### src/rtl/dsa_pkg.sv
package dsa_pkg;
   typedef enum logic {
      SIDE_LEFT  = 1'b0,
      SIDE_RIGHT = 1'b1
   } side_e;
endpackage

### src/rtl/dsa_sync.sv
module dsa_sync #(
   parameter int WIDTH  = 4,
   parameter int STAGES = 2
) (
   input  logic             clk,
   input  logic             rst_n,
   input  logic [WIDTH-1:0] d,
   output logic [WIDTH-1:0] q
);
   logic [WIDTH-1:0] chain [STAGES];

   for (genvar s = 0; s < STAGES; s++) begin : g_stage
      if (s == 0) begin : g_first
         always_ff @(posedge clk or negedge rst_n)
            if (!rst_n) chain[s] <= '0;
            else        chain[s] <= d;
      end else begin : g_next
         always_ff @(posedge clk or negedge rst_n)
            if (!rst_n) chain[s] <= '0;
            else        chain[s] <= chain[s-1];
      end
   end

   assign q = chain[STAGES-1];
endmodule

### src/rtl/dsa_clkgen.sv
module dsa_clkgen #(
   parameter int WORD_W   = 16,
   parameter int HALF_DIV = 4
) (
   input  logic clk,
   input  logic rst_n,
   input  logic en,
   input  logic fmt_early,
   output logic sck,
   output logic ws
);
   localparam int FRAME = 2 * WORD_W;
   localparam int BW    = $clog2(FRAME);
   localparam int DW    = $clog2(HALF_DIV);

   logic [DW-1:0] div;
   logic [BW-1:0] bidx, nb, nb2;

   assign nb  = (bidx == BW'(FRAME - 1)) ? '0 : bidx + 1'b1;
   assign nb2 = (nb   == BW'(FRAME - 1)) ? '0 : nb + 1'b1;

   always_ff @(posedge clk or negedge rst_n) begin
      if (!rst_n) begin
         div  <= '0;
         sck  <= 1'b0;
         ws   <= 1'b0;
         bidx <= BW'(FRAME - 1);
      end else if (!en) begin
         div  <= '0;
         sck  <= 1'b0;
         ws   <= 1'b0;
         bidx <= BW'(FRAME - 1);
      end else if (div == DW'(HALF_DIV - 1)) begin
         div <= '0;
         sck <= ~sck;
         if (sck) begin
            bidx <= nb;
            ws   <= fmt_early ? (nb2 >= BW'(WORD_W)) : (nb >= BW'(WORD_W));
         end
      end else begin
         div <= div + 1'b1;
      end
   end
endmodule

### src/rtl/dsa_framer.sv
module dsa_framer
   import dsa_pkg::*;
#(
   parameter int WORD_W = 16
) (
   input  logic  clk,
   input  logic  rst_n,
   input  logic  fmt_early,
   input  logic  line_sck,
   input  logic  line_ws,
   output logic  rx_clear,
   output logic  rx_shift,
   output logic  rx_end,
   output side_e rx_end_side,
   output logic  tx_bound,
   output side_e tx_side,
   output logic  tx_shift
);
   localparam int CW = $clog2(WORD_W + 1);

   logic          sck_d, rise, fall;
   logic          rh1, rh2, fh1, fh2;
   logic          rcur, rlast, tcur, tlast;
   logic          started;
   logic [CW-1:0] cnt, cnt_nx;

   assign rise  = line_sck & ~sck_d;
   assign fall  = ~line_sck & sck_d;
   assign rcur  = fmt_early ? rh1 : line_ws;
   assign rlast = fmt_early ? rh2 : rh1;
   assign tcur  = fmt_early ? fh1 : line_ws;
   assign tlast = fmt_early ? fh2 : fh1;

   assign rx_clear = rise && (rcur != rlast);
   assign rx_shift = rx_clear || (rise && started && cnt != CW'(WORD_W));
   assign cnt_nx   = rx_clear ? CW'(1) : cnt + 1'b1;

   assign tx_bound = fall && (tcur != tlast);
   assign tx_side  = side_e'(tcur);
   assign tx_shift = fall && !tx_bound;

   always_ff @(posedge clk or negedge rst_n) begin
      if (!rst_n) begin
         sck_d       <= 1'b0;
         rh1         <= 1'b0;
         rh2         <= 1'b0;
         fh1         <= 1'b0;
         fh2         <= 1'b0;
         started     <= 1'b0;
         cnt         <= '0;
         rx_end      <= 1'b0;
         rx_end_side <= SIDE_LEFT;
      end else begin
         sck_d  <= line_sck;
         rx_end <= rx_shift && (cnt_nx == CW'(WORD_W));
         if (rise) begin
            rh1 <= line_ws;
            rh2 <= rh1;
         end
         if (fall) begin
            fh1 <= line_ws;
            fh2 <= fh1;
         end
         if (rx_clear) started <= 1'b1;
         if (rx_shift) begin
            cnt         <= cnt_nx;
            rx_end_side <= side_e'(rcur);
         end
      end
   end
endmodule

### src/rtl/dsa_rx_lane.sv
module dsa_rx_lane
   import dsa_pkg::*;
#(
   parameter int WORD_W = 16
) (
   input  logic              clk,
   input  logic              rst_n,
   input  logic              clear,
   input  logic              shift,
   input  logic              sd,
   input  logic              word_end,
   input  side_e             end_side,
   output logic [WORD_W-1:0] left,
   output logic [WORD_W-1:0] right
);
   logic [WORD_W-1:0] sh;

   always_ff @(posedge clk or negedge rst_n) begin
      if (!rst_n) begin
         sh    <= '0;
         left  <= '0;
         right <= '0;
      end else begin
         if (clear)      sh <= {{(WORD_W-1){1'b0}}, sd};
         else if (shift) sh <= {sh[WORD_W-2:0], sd};
         if (word_end) begin
            if (end_side == SIDE_LEFT) left  <= sh;
            else                       right <= sh;
         end
      end
   end
endmodule

### src/rtl/dsa_tx_engine.sv
module dsa_tx_engine
   import dsa_pkg::*;
#(
   parameter int WORD_W = 16
) (
   input  logic              clk,
   input  logic              rst_n,
   input  logic              bound,
   input  side_e             side,
   input  logic              shift,
   input  logic [WORD_W-1:0] wr_left,
   input  logic [WORD_W-1:0] wr_right,
   input  logic              wr_load,
   output logic              sd,
   output logic              taken
);
   logic [WORD_W-1:0] hold_l, hold_r, fr_l, fr_r, sh;
   logic              pending;

   assign sd = sh[WORD_W-1];

   always_ff @(posedge clk or negedge rst_n) begin
      if (!rst_n) begin
         hold_l  <= '0;
         hold_r  <= '0;
         fr_l    <= '0;
         fr_r    <= '0;
         sh      <= '0;
         pending <= 1'b0;
         taken   <= 1'b0;
      end else begin
         taken <= 1'b0;
         if (bound) begin
            if (side == SIDE_LEFT) begin
               if (pending) begin
                  fr_l  <= hold_l;
                  fr_r  <= hold_r;
                  sh    <= hold_l;
                  taken <= 1'b1;
               end else begin
                  sh <= fr_l;
               end
            end else begin
               sh <= fr_r;
            end
         end else if (shift) begin
            sh <= {sh[WORD_W-2:0], 1'b0};
         end
         if (wr_load) begin
            hold_l  <= wr_left;
            hold_r  <= wr_right;
            pending <= 1'b1;
         end else if (bound && side == SIDE_LEFT) begin
            pending <= 1'b0;
         end
      end
   end
endmodule

### src/rtl/duo_serial_audio.sv
module duo_serial_audio
   import dsa_pkg::*;
#(
   parameter int WORD_W      = 16,
   parameter int HALF_DIV    = 4,
   parameter int SYNC_STAGES = 2
) (
   input  logic              clk,
   input  logic              rst_n,
   input  logic              fmt_early,
   input  logic              slave_mode,
   input  logic              sck_in,
   input  logic              ws_in,
   input  logic              sd_in0,
   input  logic              sd_in1,
   output logic              sck_out,
   output logic              ws_out,
   output logic              sd_out,
   output logic              rx_valid,
   output logic [WORD_W-1:0] rx0_left,
   output logic [WORD_W-1:0] rx0_right,
   output logic [WORD_W-1:0] rx1_left,
   output logic [WORD_W-1:0] rx1_right,
   input  logic [WORD_W-1:0] tx_left,
   input  logic [WORD_W-1:0] tx_right,
   input  logic              tx_load,
   output logic              tx_taken
);
   localparam int NUM_LANES = 2;
   localparam int SW        = 2 + NUM_LANES;

   if (WORD_W < 2)      begin : g_bad_word  $error("WORD_W must be at least 2");      end
   if (HALF_DIV < 4)    begin : g_bad_div   $error("HALF_DIV must be at least 4");    end
   if (SYNC_STAGES < 2) begin : g_bad_sync  $error("SYNC_STAGES must be at least 2"); end

   logic [SW-1:0]        raw, syn;
   logic                 m_sck, m_ws, line_sck, line_ws;
   logic                 rx_clear, rx_shift, rx_end, tx_bound, tx_shift;
   side_e                rx_end_side, tx_side;
   logic [NUM_LANES-1:0] lane_sd;
   logic [WORD_W-1:0]    lane_l [NUM_LANES];
   logic [WORD_W-1:0]    lane_r [NUM_LANES];
   logic                 left_got;

   assign raw = {sck_in, ws_in, sd_in1, sd_in0};

   dsa_sync #(.WIDTH(SW), .STAGES(SYNC_STAGES)) u_sync (
      .clk(clk), .rst_n(rst_n), .d(raw), .q(syn)
   );

   dsa_clkgen #(.WORD_W(WORD_W), .HALF_DIV(HALF_DIV)) u_clkgen (
      .clk(clk), .rst_n(rst_n), .en(!slave_mode), .fmt_early(fmt_early),
      .sck(m_sck), .ws(m_ws)
   );

   assign sck_out  = m_sck;
   assign ws_out   = m_ws;
   assign line_sck = slave_mode ? syn[SW-1] : m_sck;
   assign line_ws  = slave_mode ? syn[SW-2] : m_ws;
   assign lane_sd  = syn[NUM_LANES-1:0];

   dsa_framer #(.WORD_W(WORD_W)) u_framer (
      .clk(clk), .rst_n(rst_n), .fmt_early(fmt_early),
      .line_sck(line_sck), .line_ws(line_ws),
      .rx_clear(rx_clear), .rx_shift(rx_shift), .rx_end(rx_end),
      .rx_end_side(rx_end_side), .tx_bound(tx_bound), .tx_side(tx_side),
      .tx_shift(tx_shift)
   );

   for (genvar g = 0; g < NUM_LANES; g++) begin : g_lane
      dsa_rx_lane #(.WORD_W(WORD_W)) u_lane (
         .clk(clk), .rst_n(rst_n), .clear(rx_clear), .shift(rx_shift),
         .sd(lane_sd[g]), .word_end(rx_end), .end_side(rx_end_side),
         .left(lane_l[g]), .right(lane_r[g])
      );
   end

   assign rx0_left  = lane_l[0];
   assign rx0_right = lane_r[0];
   assign rx1_left  = lane_l[1];
   assign rx1_right = lane_r[1];

   always_ff @(posedge clk or negedge rst_n) begin
      if (!rst_n) begin
         left_got <= 1'b0;
         rx_valid <= 1'b0;
      end else begin
         rx_valid <= 1'b0;
         if (rx_end) begin
            if (rx_end_side == SIDE_LEFT) begin
               left_got <= 1'b1;
            end else begin
               left_got <= 1'b0;
               rx_valid <= left_got;
            end
         end
      end
   end

   dsa_tx_engine #(.WORD_W(WORD_W)) u_tx (
      .clk(clk), .rst_n(rst_n), .bound(tx_bound), .side(tx_side),
      .shift(tx_shift), .wr_left(tx_left), .wr_right(tx_right),
      .wr_load(tx_load), .sd(sd_out), .taken(tx_taken)
   );
endmodule

### config.mk
export PLATFORM = sky130hd
export DESIGN_NAME = duo_serial_audio
export DESIGN_NICKNAME = d
export VERILOG_FILES = /design/src/rtl/dsa_pkg.sv /design/src/rtl/dsa_sync.sv /design/src/rtl/dsa_clkgen.sv /design/src/rtl/dsa_framer.sv /design/src/rtl/dsa_rx_lane.sv /design/src/rtl/dsa_tx_engine.sv /design/src/rtl/duo_serial_audio.sv
export SDC_FILE = /design/constraint.sdc
export NUM_CORES = 1
export LEC_CHECK = 0
export BUFFER_PORTS_ARGS = -buffer_cell sky130_fd_sc_hd__buf_2
export CAP_MARGIN = 25
export CELL_PAD_IN_SITES_DETAIL_PLACEMENT = 1
export CELL_PAD_IN_SITES_GLOBAL_PLACEMENT = 2
export CORE_MARGIN = 2
export CORE_UTILIZATION = 40
export CTS_CLUSTER_DIAMETER = 150
export CTS_CLUSTER_SIZE = 40
export DETAILED_ROUTE_END_ITERATION = 10
export PLACE_DENSITY = 0.81
export RECOVER_POWER = 50
export SLEW_MARGIN = 30
export SYNTH_ARGS = -nofsm -noshare
export SYNTH_HDL_FRONTEND = slang
export SYNTH_SLANG_ARGS = --single-unit
### constraint.sdc
create_clock -name clk -period 2.65 [get_ports clk]
set_clock_uncertainty 0.05 [all_clocks]
set_input_delay 0.6625 -clock clk [delete_from_list [all_inputs] [get_ports clk]]
set_output_delay 0.6625 -clock clk [all_outputs]
set_load 0.02 [all_outputs]
==> impl_summary.log, run 1 <==
INFO  metric cts_htree_levels = 1
INFO  metric grt_start_max_net_pins = 71
INFO  metric worst_hold_slack = roughly 0.23 ns
INFO  metric post_cts.repair.setup_buffers = 0
INFO  metric detailed_place.area = between 9000 and 10000 µm²
INFO  metric initial_core_util = 0.405
INFO  metric synth_enable_flop_cells = 0
INFO  metric ffs_w_async_s_r_synth = 1.00
INFO  metric mostFrequentLayoutCell = sky130_fd_sc_hd__dfrtp_1
INFO  metric die_area = 23100 µm²
INFO  metric slew_viol_final = 34
INFO  metric via_count_of_the_first_global_routing_pass = between 6k and 7k
INFO  metric synth_cell_types = 52
INFO  metric timing.critical_path.to_type = flip-flop
INFO  metric finalPower = between 7 and 8 mW
INFO  metric post_drt_via_cell_ratio = between 5 and 6
INFO  metric tritoncts = yes
INFO  metric drt-pass1-iter-count = 4
INFO  metric final.min_clock_period = approximately 2.4 ns
INFO  metric setup_viol = 0
INFO  metric critical_path_arrival = ~2.8 ns
INFO  metric pwr_density_cell = about 710 nW/µm²
INFO  metric critical_path.max_fanout = 8
INFO  metric port_buffers = 109
INFO  metric clock_tree.buffer_depth = 3
INFO  metric die_w = between 150 and 200 µm
INFO  metric setup-tns-final = 0 ns
INFO  metric post_synth.cell_area_avg = 13.3 µm²
INFO  metric netlist_instances = approximately 660
INFO  metric clock_sink_count = 210
INFO  metric synth_largest_type_area_fraction = 0.585
INFO  metric layout.cells.non_filler = roughly 1.0k
INFO  metric violations_in_the_final_reports = capacitance limit, slew limit
INFO  metric via_count = ~5.5k
INFO  metric dp_cells = 1028
INFO  metric grt_pass1_wl = approximately 31000 µm
INFO  metric setup_slack = between 0.2 and 0.25 ns
INFO  metric hpwlAfterDp = about 13000 µm
INFO  metric worst_setup_hold_path_clk_slew = ~0.14 ns
INFO  metric cts_hold_buffers = 0
INFO  metric detail_route.wl_per_cell = approximately 18 µm
INFO  metric postCtsResizedCells = 0
INFO  metric pre_cts_slack = -0.00430 ns
INFO  metric worstSetupPathType = flip-flop to flip-flop
INFO  metric start_kind = flip-flop
INFO  metric crit_path_max_delay_cell_type = sky130_fd_sc_hd__dfstp_2
INFO  metric hold_viol_final = 0
INFO  metric synth_top_area_cell = sky130_fd_sc_hd__dfrtp_1
INFO  metric placeable_core_area = ~22000 µm²
INFO  metric number_of_rows_created_at_floorplan = 54
INFO  metric crit_required = between 2 and 3 ns
INFO  metric power.leakage = 4.92 nW
INFO  metric design.portCount = 110
INFO  metric clock-root-buffer = sky130_fd_sc_hd__clkbuf_16
INFO  metric mostFrequentLayoutCells = sky130_fd_sc_hd__dfrtp_1, sky130_fd_sc_hd__mux2_2, sky130_fd_sc_hd__buf_2
INFO  metric net_count_of_the_finished_layout = just over 800
INFO  metric numCtsBuffers = 9
INFO  metric syn_to_final_growth = 12.6%
INFO  metric layout.core_utilization = 0.456
INFO  metric antenna_left = 0
INFO  metric globalplace.congestion = roughly 0.74
INFO  metric outcome = finished with violations
INFO  metric drt-initial-drc-count = 170
INFO  metric yosysWarnings = 0
INFO  metric timing_worst_slew_pin_value = approximately 1.9 ns
INFO  metric grt_usage = 0.161
INFO  metric achievable-frequency = between 0.4 and 0.5 GHz
INFO  metric drive_above_1_share = 0.357
INFO  metric grt_antenna_before_repair = 0
INFO  metric synthesis.area = slightly below 9000 µm²
INFO  metric seq_total_area_yosys = 0.600
INFO  metric worstPathCellList = ha_1, and3_1, ha_1, nor4bb_1, nand2_1, or4_1, a311oi_1
INFO  metric cell_repeated_most_along_the_worst_path = sky130_fd_sc_hd__ha_1
INFO  metric drv.max_cap_violation_count = 1
INFO  metric die_height = 152 µm
INFO  metric synth_fp_nets = 708
INFO  metric timing.critical_path.slowest_cell_delay = between 0.4 and 0.5 ns
INFO  metric n_antenna_cell = 0
INFO  metric insertion_delay = roughly 0.47 ns
INFO  metric detail_route.drc_violations = 0
INFO  metric post-route-period-util = 0.914
INFO  metric max_slew_margin = -0.234
INFO  metric stdcell_area = 9880 µm²
INFO  metric yosys-top-cells-area = sky130_fd_sc_hd__dfrtp_1, sky130_fd_sc_hd__mux2_2, sky130_fd_sc_hd__mux2i_1, sky130_fd_sc_hd__a21oi_1, sky130_fd_sc_hd__mux2_4
INFO  metric grt_remaining_overflow = 0
INFO  metric timing.hold.worst.class = input port to flip-flop
INFO  metric worst_case_vdd_ir_drop = ~0.57 mV
INFO  metric finalWirelength = 18600 µm
INFO  metric ys.flop_type = sky130_fd_sc_hd__dfrtp_1
INFO  metric synth.ff_latch_count = between 200 and 250
INFO  metric grt_setup_unrepaired = false
-- layout make-up --
cell class              count  area (µm²)
fillers                  2291       11800
multi-input cells         403        3260
inverters                   8        30.0
repair buffers            128         726
clock buffers              10         229
clock inverters             1        30.0
flip-flops and latches    210        5260
well taps                 280         350
-- sequential cells by signal, indices dropped and copies added, names as in the netlist, 2 cells and up --
register             flops
u_sync.q                 4
u_framer.cnt             5
u_tx.hold_r             16
u_tx.fr_r               16
u_clkgen.div             2
g_lane.u_lane.sh        32
u_tx.hold_l             16
u_clkgen.bidx            5
g_lane.u_lane.right     32
u_sync.chain             4
u_tx.fr_l               16
u_tx.sh                 16
g_lane.u_lane.left      32
-- power by group --
part | total (mW) | switching [mW] | internal [mW]
combinational | 1.26 | 0.659 | 0.604
clock | 1.63 | 0.985 | 0.647
sequential | 4.12 | 0.402 | 3.71
-- worst paths after layout --
kind                                                 end  cells after the start  slack, ns             start
worst max-delay path                         u_clkgen.ws                      7       0.23  u_clkgen.bidx[0]
worst min-delay path                     u_sync.chain[4]                      1       0.23            sd_in0
worst max register to register               u_clkgen.ws                      7       0.23  u_clkgen.bidx[0]
worst min register to register               u_sync.q[1]                      0       0.32   u_sync.chain[5]
max in group asynchronous                     u_tx.sh[7]                      2       0.49             rst_n
min in group asynchronous       g_lane[1].u_lane.left[7]                      1       0.43             rst_n
-- critical path, delay by kind of cell, from the launching register on --
family / cells / cell delay [ns]
flip-flops: 1 / 0.42
AO/OA/AOI/OAI: 1 / 0.31
AND/OR/NAND/NOR: 4 / 1.04
adder cells (fa/ha/maj): 2 / 0.52
-- metal layers --
layer  vias up  track usage  wire, µm  part of all wire
li1       2552            -         -                 -
met4         0       0.0209       181            0.0097
met1      2861        0.207      8100              0.44
met2        83        0.298      9770              0.53
met5         -            0         0                 0
met3        10       0.0222       526             0.028
-- cell usage after synthesis, drive strengths merged, types with 2 or more instances --
cell	instances
dfrtp	205
mux2	118
mux2i	50
a21oi	48
nor2	28
nand2	25
o21ai	25
clkbuf	22
buf	19
nand3	19
or3	18
a31oi	17
inv	8
a211o	5
dfstp	5
ha	5
a22oi	4
xor2	4
a21o	3
and3	3
nor2b	3
nor3	3
xnor2	3
a22o	2
nand2b	2
nor3b	2
o31ai	2
or4	2
-- logic make-up (layout without fill, tap and decap cells) --
group / Yosys count / count (layout) / synth area share
buffers and inverters: 49 / 147 / 0.0304
xor gates and xnor gates: 7 / 7 / 0.00784
muxes: 168 / 168 / 0.214
DFF: 210 / 210 / 0.600
adders and majority gates: 5 / 5 / 0.00713
AOI/OAI and AO/OA: 111 / 111 / 0.0744
and+or+nand+nor: 112 / 112 / 0.0665
(Power assumes the default switching activity.)
==> run 2: changes to the inputs <==
Settings changed: SETUP_SLACK_MARGIN set to 0.4.
==> run 2 against run 1 <==
Effect of this change:
- the run still ends with capacitance limit, slew limit left
- combinational power about the same
- flip-flop and latch count unchanged
- power rose by 0.20%
- global-route usage increased by 0.084 points
- via count rose by 0.24%
- first-iteration DRC count decreased by 3.5%
- sequential power about the same
- critical path depth is 1 lower
- sequential share of layout area fell by 0.52 points
- worst hold slack about the same
- fmax grew 5.0%
- core utilization rose by 0.45 points
- largest cell class unchanged
==> impl_summary.log, run 2 (synthesis gave the netlist of run 1 again) <==
INFO  metric pwr_density_cell = 704 nW/µm² (was 709 nW/µm²)
INFO  metric die_height = 152 µm (unchanged)
INFO  metric crit_path_max_delay_cell_type = sky130_fd_sc_hd__clkbuf_1 (was sky130_fd_sc_hd__dfstp_2)
INFO  metric worst_case_vdd_ir_drop = 0.571 mV (about the same)
INFO  metric worstSetupPathType = input port to flip-flop (was flip-flop to flip-flop)
INFO  metric violations_in_the_final_reports = capacitance limit, slew limit (unchanged)
INFO  metric number_of_rows_created_at_floorplan = 54 (unchanged)
INFO  metric drt-initial-drc-count = 164 (was 170)
INFO  metric via_count_of_the_first_global_routing_pass = 6104 (was 6071)
INFO  metric drt-pass1-iter-count = 4 (unchanged)
INFO  metric timing.critical_path.slowest_cell_delay = 0.51 ns (was 0.42 ns)
INFO  metric start_kind = input port (was flip-flop)
INFO  metric globalplace.congestion = 0.740 (unchanged)
INFO  metric finalWirelength = 18700 µm (was 18600 µm)
INFO  metric worstPathCellList = clkbuf_1, mux2_2, mux2i_1, xnor2_4, buf_8, a22oi_1 (was ha_1, and3_1, ha_1, nor4bb_1, nand2_1, or4_1, a311oi_1)
INFO  metric cts_htree_levels = 1 (unchanged)
INFO  metric mostFrequentLayoutCells = sky130_fd_sc_hd__dfrtp_1, sky130_fd_sc_hd__mux2_2, sky130_fd_sc_hd__buf_2 (unchanged)
INFO  metric clock_sink_count = 210 (unchanged)
INFO  metric mostFrequentLayoutCell = sky130_fd_sc_hd__dfrtp_1 (unchanged)
INFO  metric worst_setup_hold_path_clk_slew = 0.14 ns (about the same)
INFO  metric grt_usage = 0.162 (was 0.161)
INFO  metric hold_viol_final = 0 (unchanged)
INFO  metric n_antenna_cell = 0 (unchanged)
INFO  metric die_area = 23100 µm² (unchanged)
INFO  metric largest_registers = g_lane.u_lane.left x32, g_lane.u_lane.right x32, g_lane.u_lane.sh x32 (unchanged)
INFO  metric worst_hold_slack = 0.228 ns (about the same)
INFO  metric detail_route.drc_violations = 0 (unchanged)
INFO  metric grt_pass1_wl = 31600 µm (was 31400 µm)
INFO  metric grt_antenna_before_repair = 0 (unchanged)
INFO  metric timing.critical_path.to_type = flip-flop (unchanged)
INFO  metric insertion_delay = 0.47 ns (about the same)
INFO  metric design.portCount = 110 (unchanged)
INFO  metric clock-root-buffer = sky130_fd_sc_hd__clkbuf_16 (unchanged)
INFO  metric dp_cells = 1028 (unchanged)
INFO  metric tritoncts = yes (unchanged)
INFO  metric post-route-period-util = 0.871 (was 0.914)
INFO  metric achievable-frequency = 0.433 GHz (was 0.413 GHz)
INFO  metric antenna_left = 0 (unchanged)
INFO  metric numCtsBuffers = 9 (unchanged)
INFO  metric grt_start_max_net_pins = 71 (unchanged)
INFO  metric critical_path_arrival = 2.61 ns (was 2.75 ns)
INFO  metric net_count_of_the_finished_layout = 809 (was 806)
INFO  metric via_count = 5519 (was 5506)
INFO  metric placeable_core_area = 21700 µm² (unchanged)
INFO  metric slew_viol_final = 34 (unchanged)
INFO  metric hpwlAfterDp = 13100 µm (unchanged)
INFO  metric power.leakage = 4.95 nW (was 4.92 nW)
INFO  metric clock_tree.buffer_depth = 3 (unchanged)
INFO  metric detail_route.wl_per_cell = 17.9 µm (about the same)
INFO  metric timing.hold.worst.class = input port to flip-flop (unchanged)
INFO  metric critical_path.max_fanout = 26 (was 8)
INFO  metric timing_worst_slew_pin_value = 1.85 ns (about the same)
INFO  metric die_w = 152 µm (unchanged)
INFO  metric outcome = finished with violations (unchanged)
INFO  metric cts_hold_buffers = 0 (unchanged)
INFO  metric drv.max_cap_violation_count = 1 (unchanged)
INFO  metric grt_setup_unrepaired = false (unchanged)
INFO  metric final.min_clock_period = 2.31 ns (was 2.42 ns)
INFO  metric port_buffers = 109 (unchanged)
INFO  metric grt_remaining_overflow = 0 (unchanged)
INFO  metric crit_required = 2.96 ns (was 2.97 ns)
INFO  metric layout.cells.non_filler = 1043 (was 1040)
INFO  metric post_drt_via_cell_ratio = 5.29 (about the same)
INFO  metric drive_above_1_share = 0.370 (was 0.357)
INFO  metric syn_to_final_growth = 13.7% (was 12.6%)
INFO  metric initial_core_util = 0.405 (unchanged)
INFO  metric max_slew_margin = -0.234 (about the same)
INFO  metric setup_viol = 0 (unchanged)
run 2: path summary, 6_finish.rpt:
kind | start | end | slack [ns] | cells after the start
worst min register to register | u_sync.chain[5] | u_sync.q[1] | 0.32 | 0
max in group asynchronous | rst_n | u_tx.hold_r[5] | 0.69 | 2
worst max register to register | u_clkgen.bidx[1] | u_clkgen.ws | 0.47 | 9
worst min-delay path | sd_in0 | u_sync.chain[4] | 0.23 | 1
min in group asynchronous | rst_n | g_lane[1].u_lane.left[7] | 0.44 | 1
worst max-delay path | slave_mode | u_framer.cnt[2] | 0.34 | 6
run 2: area by class of cell:
type                    count  area [µm²]
well taps                 280         350
clock buffers              10         229
fillers                  2283       11700
inverters                   8        30.0
flip-flops and latches    210        5260
clock inverters             1        30.0
repair buffers            131         761
multi-input cells         403        3320
run 2: metrics by stage:
step           instance area, µm²  total power, mW  TNS (ns)  utilization  worst slack [ns]
2_1_floorplan                8770             4.98         0            -             0.463
3_3_place_gp                 9650             5.35         0        0.445             0.100
3_5_place_dp                 9650             5.46  -0.00430        0.445          -0.00430
4_1_cts                      9960             7.11         0        0.459             0.414
5_1_grt                      9980             7.46         0        0.460             0.248
6_report                     9980             7.03         0        0.460             0.342
run 2: worst max-delay path: cells and delay by family:
family	cells	cell delay, ns
buffers and inverters	2	0.76
AO/OA/AOI/OAI	1	0.12
multiplexers	2	0.80
XOR/XNOR	1	0.25
run 2: timing repair:
item / CTS / global route
gates resized for setup: 5 / 4
pin swaps: 2 / 4
setup buffers: 3 / 0
setup endpoints to repair: 1 / 1
hold endpoints to repair: 0 / 0
run 2: metal layers:
layer | vias to the layer above | global-route usage | routed length [µm]
met5 | - | 0 | 0
met4 | 0 | 0.0205 | 172
met3 | 10 | 0.0222 | 529
met2 | 82 | 0.301 | 9870
met1 | 2870 | 0.208 | 8150
li1 | 2557 | - | -
run 2: power by group:
group	total [mW]	internal, mW	switching [mW]
clock	1.63	0.647	0.986
combinational	1.27	0.611	0.663
sequential	4.12	3.71	0.403
==> run 3: changes to the inputs <==
Settings changed: CORE_UTILIZATION 40 to 41, PLACE_DENSITY 0.81 to 0.82, SYNTH_HIERARCHICAL set to 1.
==> run 3 against run 2 <==
Effect of this change:
- power grew 7.1%
- non-clock buffer count grew 4
- register-to-register slack lost 0.04 ns
- critical path type is now flip-flop to flip-flop
- routed wire length shrank 5.1%
- critical path depth grew 1
- die area shrank 0.34%
- largest cell class unchanged
- global-route usage shrank 0.58 points
- the run still ends with capacitance limit, slew limit left
- sequential share of layout area shrank 0.66 points
- cell count shrank 2.5%
==> impl_summary.log, run 3 <==
INFO  metric die_height = 152 µm (about the same)
INFO  metric setup-tns-final = 0 ns (unchanged)
INFO  metric outcome = finished with violations (unchanged)
INFO  metric ys.flop_type = sky130_fd_sc_hd__dfrtp_1 (unchanged)
INFO  metric share_clk_of_total_power = 0.218 (was 0.233)
INFO  metric worst_hold_slack = 0.233 ns (was 0.228 ns)
INFO  metric cell_internal_power_dissipation = 5.37 mW (was 4.97 mW)
INFO  metric slew_viol_final = 58 (was 34)
INFO  metric design.portCount = 110 (unchanged)
INFO  metric synth_largest_type_area_fraction = 0.572 (was 0.585)
INFO  metric worst_setup_hold_path_clk_slew = 0.14 ns (about the same)
INFO  metric initial_core_util = 0.415 (was 0.405)
INFO  metric seq_total_area_yosys = 0.587 (was 0.600)
INFO  metric via_count = 5251 (was 5519)
INFO  metric placeable_core_area = 21600 µm² (was 21700 µm²)
INFO  metric netSwitchingPower = 2.15 mW (was 2.05 mW)
INFO  metric drt-initial-drc-count = 130 (was 164)
INFO  metric max_slew_margin = -0.0459 (was -0.234)
INFO  metric clock_tree.buffer_depth = 3 (unchanged)
INFO  metric timing_worst_slew_pin_value = 1.57 ns (was 1.85 ns)
INFO  metric detail_route.drc_violations = 0 (unchanged)
INFO  metric critical_path.max_fanout = 13 (was 26)
INFO  metric synth_cell_types = 51 (was 52)
INFO  metric drt-pass1-iter-count = 4 (unchanged)
INFO  metric synth_fp_nets = 677 (was 708)
INFO  metric synthesis.area = 8960 µm² (was 8770 µm²)
INFO  metric sequentialPowerShare = 0.575 (was 0.586)
INFO  metric clock_sink_count = 210 (unchanged)
INFO  metric detail_route.wl_per_cell = 17.5 µm (was 17.9 µm)
INFO  metric critical_path_arrival = 2.55 ns (was 2.61 ns)
INFO  metric post_synth.cell_area_avg = 14.2 µm² (was 13.3 µm²)
INFO  metric clock-root-buffer = sky130_fd_sc_hd__clkbuf_16 (unchanged)
INFO  metric largest_registers = g_lane.u_lane/left x32, g_lane.u_lane/right x32, g_lane.u_lane/sh x32 (was g_lane.u_lane.left x32, g_lane.u_lane.right x32, g_lane.u_lane.sh x32)
INFO  metric power.share.combinational = 0.207 (was 0.181)
INFO  metric die_w = 152 µm (about the same)
INFO  metric die_area = 23100 µm² (about the same)
INFO  metric grt_remaining_overflow = 0 (unchanged)
INFO  metric layout.area.seq = 5260 µm² (unchanged)
INFO  metric synth.ff_latch_count = 210 (unchanged)
INFO  metric cts_hold_buffers = 0 (unchanged)
INFO  metric grt_antenna_before_repair = 0 (unchanged)
INFO  metric insertion_delay = 0.48 ns (was 0.47 ns)
INFO  metric setup_viol = 0 (unchanged)
INFO  metric finalPower = 7.52 mW (was 7.03 mW)
INFO  metric n_antenna_cell = 0 (unchanged)
INFO  metric mostFrequentLayoutCells = sky130_fd_sc_hd__dfrtp_1, sky130_fd_sc_hd__buf_2, sky130_fd_sc_hd__mux2_2 (was sky130_fd_sc_hd__dfrtp_1, sky130_fd_sc_hd__mux2_2, sky130_fd_sc_hd__buf_2)
INFO  metric detailed_place.area = 9830 µm² (was 9650 µm²)
INFO  metric timing.critical_path.to_type = flip-flop (unchanged)
INFO  metric synth_top_area_cell = sky130_fd_sc_hd__dfrtp_1 (unchanged)
INFO  metric grtUsageMet3 = 0.0240 (was 0.0222)
INFO  metric violations_in_the_final_reports = capacitance limit, slew limit (unchanged)
INFO  metric pwr_density_cell = 744 nW/µm² (was 704 nW/µm²)
INFO  metric antenna_left = 0 (unchanged)
INFO  metric tritoncts = yes (unchanged)
INFO  metric post-route-period-util = 0.839 (was 0.871)
INFO  metric grt.busiest_layer = met2 (unchanged)
INFO  metric grt_start_max_net_pins = 65 (was 71)
INFO  metric yosysWarnings = 6 (was 0)
INFO  metric multi_input_area = 3420 µm² (was 3320 µm²)
INFO  metric yosysMostFrequentCell = sky130_fd_sc_hd__dfrtp_1 (unchanged)
INFO  metric crit_required = 2.97 ns (was 2.96 ns)
INFO  metric grt_setup_unrepaired = false (unchanged)
INFO  metric drive_above_1_share = 0.404 (was 0.370)
INFO  metric drv.max_cap_violation_count = 1 (unchanged)
INFO  metric gr-usage-met1 = 0.213 (was 0.208)
INFO  metric netlist_instances = 630 (was 662)
INFO  metric num-fill-cells = 2209 (was 2283)
INFO  metric syn_to_final_growth = 12.8% (was 13.7%)
INFO  metric stdcell_area = 10100 µm² (was 9980 µm²)
INFO  metric achievable-frequency = 0.450 GHz (was 0.433 GHz)
INFO  metric post_drt_via_cell_ratio = 5.16 (was 5.29)
INFO  metric synth.cells.most_frequent = sky130_fd_sc_hd__dfrtp_1, sky130_fd_sc_hd__mux2_2, sky130_fd_sc_hd__mux2_4, sky130_fd_sc_hd__mux2i_1, sky130_fd_sc_hd__nor2_1 (was sky130_fd_sc_hd__dfrtp_1, sky130_fd_sc_hd__mux2_2, sky130_fd_sc_hd__mux2i_1)
INFO  metric grt_usage = 0.156 (was 0.162)
INFO  metric worst_case_vdd_ir_drop = 0.454 mV (was 0.571 mV)
INFO  metric yosys-top-cells-area = sky130_fd_sc_hd__dfrtp_1, sky130_fd_sc_hd__mux2_2, sky130_fd_sc_hd__mux2_4, sky130_fd_sc_hd__mux2i_1, sky130_fd_sc_hd__nor2_1 (was sky130_fd_sc_hd__dfrtp_1, sky130_fd_sc_hd__mux2_2, sky130_fd_sc_hd__mux2i_1, sky130_fd_sc_hd__a21oi_1, sky130_fd_sc_hd__mux2_4)
INFO  metric ffs_w_async_s_r_synth = 1.00 (unchanged)
INFO  metric power.leakage = 5.03 nW (was 4.95 nW)
INFO  metric net_count_of_the_finished_layout = 784 (was 809)
INFO  metric cts_htree_levels = 1 (unchanged)
INFO  metric switching_share = 0.286 (was 0.292)
INFO  metric number_of_rows_created_at_floorplan = 54 (unchanged)
INFO  metric timing.hold.worst.class = input port to flip-flop (unchanged)
INFO  metric worstSetupPathType = flip-flop to flip-flop (was input port to flip-flop)
INFO  metric port_buffers = 109 (unchanged)
INFO  metric grt_util_met2 = 0.268 (was 0.301)
INFO  metric hpwlAfterDp = 12700 µm (was 13100 µm)
INFO  metric final.min_clock_period = 2.22 ns (was 2.31 ns)
INFO  metric grt_pass1_wl = 30400 µm (was 31600 µm)
INFO  metric via_count_of_the_first_global_routing_pass = 5759 (was 6104)
INFO  metric numCtsBuffers = 9 (unchanged)
INFO  metric hold_viol_final = 0 (unchanged)
INFO  metric globalplace.congestion = 0.784 (was 0.740)
INFO  metric synth_enable_flop_cells = 0 (unchanged)
INFO  metric start_kind = flip-flop (was input port)
INFO  metric mostFrequentLayoutCell = sky130_fd_sc_hd__dfrtp_1 (unchanged)
INFO  metric finalWirelength = 17800 µm (was 18700 µm)
[run 3: changes by cell type after synthesis, sizes merged, moves of 10 or more]
cell and delta:
nand3 -10, a211oi +15, clkbuf -11, nor2 +10, mux2 +18, nand2 -12
o22ai +15, nor2b +13, a21oi -44, a31oi -15, or3 -13
[run 3: worst max-delay path, stage by stage (launching register included)]
cell and delay [ns]:
sky130_fd_sc_hd__dfrtp_1 0.45, sky130_fd_sc_hd__mux2_1 0.31, sky130_fd_sc_hd__or3b_4 0.43, sky130_fd_sc_hd__mux2i_4 0.16, sky130_fd_sc_hd__or2_4 0.25, sky130_fd_sc_hd__buf_12 0.18
sky130_fd_sc_hd__mux2i_1 0.21, sky130_fd_sc_hd__nor2_1 0.07
[run 3: what timing repair did]
| action | in CTS | in global routing |
|---|---|---|
| setup buffers | 0 | 4 |
| endpoints found under the setup margin | 27 | 27 |
| gates resized for setup | 1 | 1 |
| pin swaps | 0 | 1 |
[run 3: layout make-up]
class                   instances  area share
flip-flops and latches        210       0.521
multi-input cells             373       0.338
repair buffers                135      0.0776
well taps                     280      0.0347
clock buffers                  10      0.0227
inverters                       8     0.00347
clock inverters                 1     0.00297
[run 3: kinds of logic after synthesis]
group / share of synthesized area
buffers and inverters: 0.0349
DFF: 0.587
adders and majority gates: 0.00838
AOI/OAI and AO/OA: 0.0484
muxes: 0.251
and+or+nand+nor: 0.0662
xor gates and xnor gates: 0.00391
[run 3: path summary, 6_finish.rpt]
kind | depth (start not counted) | slack (ns) | end | from
min in group asynchronous | 1 | 0.50 | u_framer/cnt[0] | rst_n
setup reg to reg | 7 | 0.43 | g_lane[1].u_lane/sh[15] | u_clkgen/sck
setup / recovery | 7 | 0.43 | g_lane[1].u_lane/sh[15] | u_clkgen/sck
max in group asynchronous | 2 | 0.63 | u_sync/chain[4] | rst_n
hold / removal | 1 | 0.23 | u_sync/chain[6] | ws_in
hold reg to reg | 0 | 0.31 | u_sync/q[0] | u_sync/chain[4]
[run 3: stage by stage]
stage | cells | utilization | worst slack (ns)
finish | 1017 | 0.467 | 0.428
global route | 1017 | 0.467 | 0.273
CTS | 1013 | 0.467 | 0.421
detailed placement | 1002 | 0.455 | 0.0959
global placement | 1002 | 0.455 | 0.187
floorplan | 630 | - | 0.266
[run 3: per-layer routing]
metal	vias up	wire length, µm
li1	2435	-
met1	2706	8380
met2	91	8490
met3	19	648
met4	0	248
met5	-	0
[run 3: power by group through the flow]
| stage | Sequential (mW) | Clock [mW] | Combinational, mW |
|---|---|---|---|
| global route | 4.44 | 1.81 | 1.73 |
| global placement | 4.35 | 0 | 1.47 |
| floorplan | 4.21 | 0 | 1.24 |
| CTS | 4.33 | 1.72 | 1.57 |
| finish | 4.33 | 1.64 | 1.56 |
| detailed placement | 4.39 | 0 | 1.56 |
